$ cat src/rtl/tlc_pkg.sv
package tlc_pkg;
  localparam int LIGHT_W = 2;
  localparam int PHASES  = 4;
  localparam int PH_W    = $clog2(PHASES);

  typedef enum logic [LIGHT_W-1:0] {
    LT_GREEN  = 2'b00,
    LT_YELLOW = 2'b01,
    LT_RED    = 2'b10,
    LT_BAD    = 2'b11
  } light_e;

  typedef struct packed {
    light_e hwy;
    light_e farm;
  } lights_t;

  // Phase index order is the ring order: 0 main green, 1 main yellow,
  // 2 side green, 3 side yellow.
  function automatic lights_t phase_pattern(input int unsigned idx);
    lights_t p;
    case (idx)
      0:       begin p.hwy = LT_GREEN;  p.farm = LT_RED;    end
      1:       begin p.hwy = LT_YELLOW; p.farm = LT_RED;    end
      2:       begin p.hwy = LT_RED;    p.farm = LT_GREEN;  end
      default: begin p.hwy = LT_RED;    p.farm = LT_YELLOW; end
    endcase
    return p;
  endfunction

  localparam lights_t RESET_LIGHTS = '{hwy: LT_GREEN, farm: LT_RED};
endpackage

$ cat src/rtl/tlc_phase_decode.sv
module tlc_phase_decode
  import tlc_pkg::*;
(
  input  lights_t           cur,
  output logic [PHASES-1:0] phase_hot
);
  genvar gi;
  generate
    for (gi = 0; gi < PHASES; gi++) begin : g_match
      localparam lights_t PAT = phase_pattern(gi);
      assign phase_hot[gi] = (cur == PAT);
    end
  endgenerate
endmodule

$ cat src/rtl/tlc_next_lights.sv
module tlc_next_lights
  import tlc_pkg::*;
(
  input  logic [PHASES-1:0] phase_hot,
  input  logic              car_waiting,
  input  logic              long_expired,
  input  logic              short_expired,
  input  lights_t           cur,
  output lights_t           nxt,
  output logic              change
);
  logic advance;

  always_comb begin
    advance = 1'b0;
    nxt     = RESET_LIGHTS;
    unique case (1'b1)
      phase_hot[0]: begin
        advance = car_waiting & long_expired;
        nxt     = advance ? phase_pattern(1) : cur;
      end
      phase_hot[1]: begin
        advance = short_expired;
        nxt     = advance ? phase_pattern(2) : cur;
      end
      phase_hot[2]: begin
        advance = ~car_waiting | long_expired;
        nxt     = advance ? phase_pattern(3) : cur;
      end
      phase_hot[3]: begin
        advance = short_expired;
        nxt     = advance ? phase_pattern(0) : cur;
      end
      default: begin
        advance = 1'b1;
        nxt     = RESET_LIGHTS;
      end
    endcase
    change = advance;
  end
endmodule

$ cat src/rtl/tlc_light_reg.sv
module tlc_light_reg
  import tlc_pkg::*;
(
  input  logic    clk,
  input  logic    rst_n,
  input  lights_t d,
  output lights_t q
);
  always_ff @(posedge clk or negedge rst_n) begin
    if (!rst_n) q <= RESET_LIGHTS;
    else        q <= d;
  end
endmodule

$ cat src/rtl/traffic_phase_ctrl.sv
module traffic_phase_ctrl
  import tlc_pkg::*;
(
  input  logic               clk,
  input  logic               rst_n,
  input  logic               car_waiting,
  input  logic               long_expired,
  input  logic               short_expired,
  output logic               timer_start,
  output logic [LIGHT_W-1:0] hwy_light,
  output logic [LIGHT_W-1:0] farm_light
);
  lights_t           cur_lights;
  lights_t           nxt_lights;
  logic [PHASES-1:0] phase_hot;
  logic              change;

  tlc_phase_decode u_dec (
    .cur       (cur_lights),
    .phase_hot (phase_hot)
  );

  tlc_next_lights u_next (
    .phase_hot     (phase_hot),
    .car_waiting   (car_waiting),
    .long_expired  (long_expired),
    .short_expired (short_expired),
    .cur           (cur_lights),
    .nxt           (nxt_lights),
    .change        (change)
  );

  tlc_light_reg u_reg (
    .clk   (clk),
    .rst_n (rst_n),
    .d     (nxt_lights),
    .q     (cur_lights)
  );

  assign timer_start = rst_n & change;
  assign hwy_light   = cur_lights.hwy;
  assign farm_light  = cur_lights.farm;
endmodule

$ cat config.mk
export PLATFORM = sky130hd
export DESIGN_NAME = traffic_phase_ctrl
export DESIGN_NICKNAME = d
export VERILOG_FILES = /design/src/rtl/tlc_pkg.sv /design/src/rtl/tlc_phase_decode.sv /design/src/rtl/tlc_next_lights.sv /design/src/rtl/tlc_light_reg.sv /design/src/rtl/traffic_phase_ctrl.sv
export SDC_FILE = /design/constraint.sdc
export NUM_CORES = 1
export LEC_CHECK = 0
export ABC_AREA = 1
export CAP_MARGIN = 10
export CORE_AREA = 5 5 42 44
export DETAILED_ROUTE_END_ITERATION = 16
export DIE_AREA = 0 0 47 49
export GPL_ROUTABILITY_DRIVEN = 0
export PLACE_DENSITY = 0.6
export SETUP_SLACK_MARGIN = 0.1
export SLEW_MARGIN = 0
export SYNTH_ARGS = -nofsm -noshare
export SYNTH_HDL_FRONTEND = slang
export SYNTH_HIERARCHICAL = 1
export SYNTH_SLANG_ARGS = --single-unit
$ cat constraint.sdc
create_clock -name clk -period 2.1 [get_ports clk]
set_clock_uncertainty 0.05 [all_clocks]
set_input_delay 0.42 -clock clk [delete_from_list [all_inputs] [get_ports clk]]
set_output_delay 0.42 -clock clk [all_outputs]
set_load 0.01 [all_outputs]
==> metrics.csv, run 1 <==
metric;value;unit
DIE HEIGHT;49;um
Final Max Slew Viols;0;
ys async rst share;1.00;
max reg flops;4;
top cells by count, synth;19 x nand2_1, 13 x nor2_1, 8 x inv_1, 8 x nand3_1, 4 x inv_2;
biggest regs;u_reg/q: 4 flops;
max_slew headroom;0.875;
Ys Warns;6;
CP dominant cell by count;nand2_1;
worst skew pair latency;0.23;ns
H-tree Lvls;1;
Num CTS Buffers;3;
Routed Antenna Nets;0;
crit-path max FO;4;
Setup CP Type;reg -> out;
Via density;4.46;
Synth Net Count;70;
outcome;finished clean;
I/O Buffers;9;
Synth Area in XOR/XNOR;0;
LEAKAGE;0.337;nW
antenna violations before repair;0;
DRC viols;0;
Largest Register;u_reg/q;
Clock Tree Buf Depth;2;
starting density of the core;0.256;
number of synthesized flops with an enable pin;0;
cell-by-cell trace of the critical path;nand2_4, nor2_4, nor2_1, nand2_1, nand2_2, nor2_1, nand2_1, nand2_1, inv_1, buf_2;
Hold Crit Class;in -> async;
CP top delay family;simple AND/OR/NAND/NOR gates;
die area;2300;um2
DRT Pass-1 Iters;3;
RSZ-0062 raised after global routing;yes;
Synth area leader;dfrtp_1;
min Tclk post-route;2.01;ns
reg2reg path depth;8;
Final Total Pwr;0.744;mW
fmax;498;MHz
worst r2r src;u_reg/q[1];
Fin. Hold Viols;0;
Synth Area in Compound Gates;0.0418;
final setup fails;0;
placed cell area;589;um2
io pins;10;
CTS Sinks;4;
Mapped Cells;65;
Post-Synth Simple-Gate Area;0.551;
Routed WL;1.20;mm
gr ovfl total;0;
WP buf/inv;2;
post-synthesis mux area share;0;
global-route wire length before repair;2.01;mm
period utilisation layout;0.956;
CTS tree;built;
largest family of logic cells by synthesized area;simple AND/OR/NAND/NOR gates;
nature of the critical path endpoint;output pin;
GRT Total Usage;0.119;
VDD IR max;0.585;mV
crit start category;flop;
hpwl dp;876;um
Area Overhead vs Synth;81.5;%
leading cell type by number of instances after synthesis;nand2_1;
via count;499;
vias in the first global route;491;
Yosys cell types;11;
post-synthesis adder-cell area fraction;0;
Final Util;0.465;
Placement Setup Slack;-0.243;ns
Placement Rows;14;
CTS clock-pin slew for the worst setup and hold paths;0.04;ns
worst endpoint data arrival time;1.54;ns
ys flop type;dfrtp_1;
post-synthesis register bit count;4;
slowest stage delay, CP;0.57;ns
final std cells w/o fill;112;
fillcell total;164;
average cell area after synthesis;5.52;um2
Seq/Total Area, Yosys;0.282;
Yosys top cell area share;0.209;
CTS Root Cell;clkbuf_4;
antenna cells;0;
Worst R2R Setup Slack;0.76;ns
Cell Pwr Density;1140;nW/um2
MaxCap Viol Count;0;
Hold Buf Count CTS;0;
Worst path slowest cell;dfstp_2;
CORE AREA;1400;um2
fin nets;102;
synthesized cell area;359;um2
PnR worst setup slack;0.0918;ns
initial drt markers;4;
wire per inst;10.7;um
worst slew pin tran;0.186;ns
largest net degree at the start of global routing;7;
Die Width;47;um
CP Data Required Time;1.63;ns
reg2reg end;u_reg/q[3];
post-route cell area;652;um2
layout cells sized above 1;0.365;
Placed Instances;106;
cells taking the most area after synthesis;dfrtp_1 21%, nand2_1 20%, nor2_1 14%;
-- worst reg2reg max path: stages (launching register included) --
cell	delay [ns]
dfstp_2	0.57
inv_1	0.07
nand2_1	0.08
nor2_2	0.06
buf_4	0.14
nand2_1	0.06
nand3_1	0.09
nand2_1	0.08
nand2_1	0.05
-- worst max-delay path by stage --
stage | from | to | slack [ns] | cells past startpoint
floorplan | u_reg/q[1] | timer_start | 0.36 | 9
global placement | long_expired | timer_start | -0.22 | 8
detailed placement | long_expired | timer_start | -0.24 | 8
CTS | u_reg/q[1] | timer_start | 0.09 | 10
global route | u_reg/q[1] | timer_start | -0.04 | 10
finish | u_reg/q[1] | timer_start | 0.09 | 10
-- cells in the final DEF, fill, tap and decap left out --
cell type        Yosys  routed
dfstp_2              1       1
clkbuf_1             0       1
buf_2                0       1
nand4_1              3       3
nand3_1              8       8
nand2_2              2       2
nand2_4              0       1
inv_2                4       4
clkdlybuf4s50_1      0       7
dlygate4sd2_1        0       1
inv_1                8       8
nor2_1              13       9
nand2_1             19      18
nor2_2               1       3
o21ai_0              3       3
buf_4                0      18
clkbuf_4             0       3
dfrtp_1              3       3
nor2_4               0       2
-- cell families (layout without fill, tap and decap cells) --
family	after synthesis	after routing
flip-flops	4	4
AO/OA/AOI/OAI	3	3
AND/OR/NAND/NOR	46	46
buffers and inverters	12	43
-- cell type report --
cell class                      instances  area (um2)  area share
Tap cell                               16        20.0      0.0307
Sequential cell                         4         101       0.155
Inverter                               12        45.0      0.0691
Clock buffer                            4        26.3      0.0403
Multi-Input combinational cell         49         240       0.369
Timing Repair Buffer                   27         219       0.336
-- metal layers --
metal,wire length (um),global-route usage
met4,0,0.0553
met1,517,0.142
met2,649,0.201
met3,33,0.0111
met5,0,0
-- repair_timing --
item / 4_1_cts / 5_1_grt
gates resized for setup: 12 / 1
endpoints found under the setup margin: 1 / 1
setup buffers: 2 / 0
pin swaps: 2 / 0
-- power by group --
group	internal [mW]	switching (mW)	total, mW
logic	0.245	0.261	0.505
clock network	0.0714	0.0327	0.104
registers	0.110	0.0247	0.135
total	0.426	0.318	0.744
-- stage by stage --
| stage | hold WS (ns) | setup TNS, ns |
|---|---|---|
| 5_1_grt | 0.430 | -0.0410 |
| 4_1_cts | 0.425 | 0 |
| 6_report | 0.432 | 0 |
| 3_5_place_dp | 0.580 | -0.243 |
| 3_3_place_gp | 0.579 | -0.222 |
| 2_1_floorplan | 0.0744 | 0 |
Note: power is estimated with default switching activity, not from simulation.
==> run 2: changes to the inputs <==
--- a/config.mk
+++ b/config.mk
@@ -13,7 +13,7 @@
 export GPL_ROUTABILITY_DRIVEN = 0
 export PLACE_DENSITY = 0.6
 export SETUP_SLACK_MARGIN = 0.1
-export SLEW_MARGIN = 0
+export SLEW_MARGIN = 20
 export SYNTH_ARGS = -nofsm -noshare
 export SYNTH_HDL_FRONTEND = slang
 export SYNTH_HIERARCHICAL = 1
==> results of run 2 <==
Final layout, timing and power as in run 1 (identical DEF).
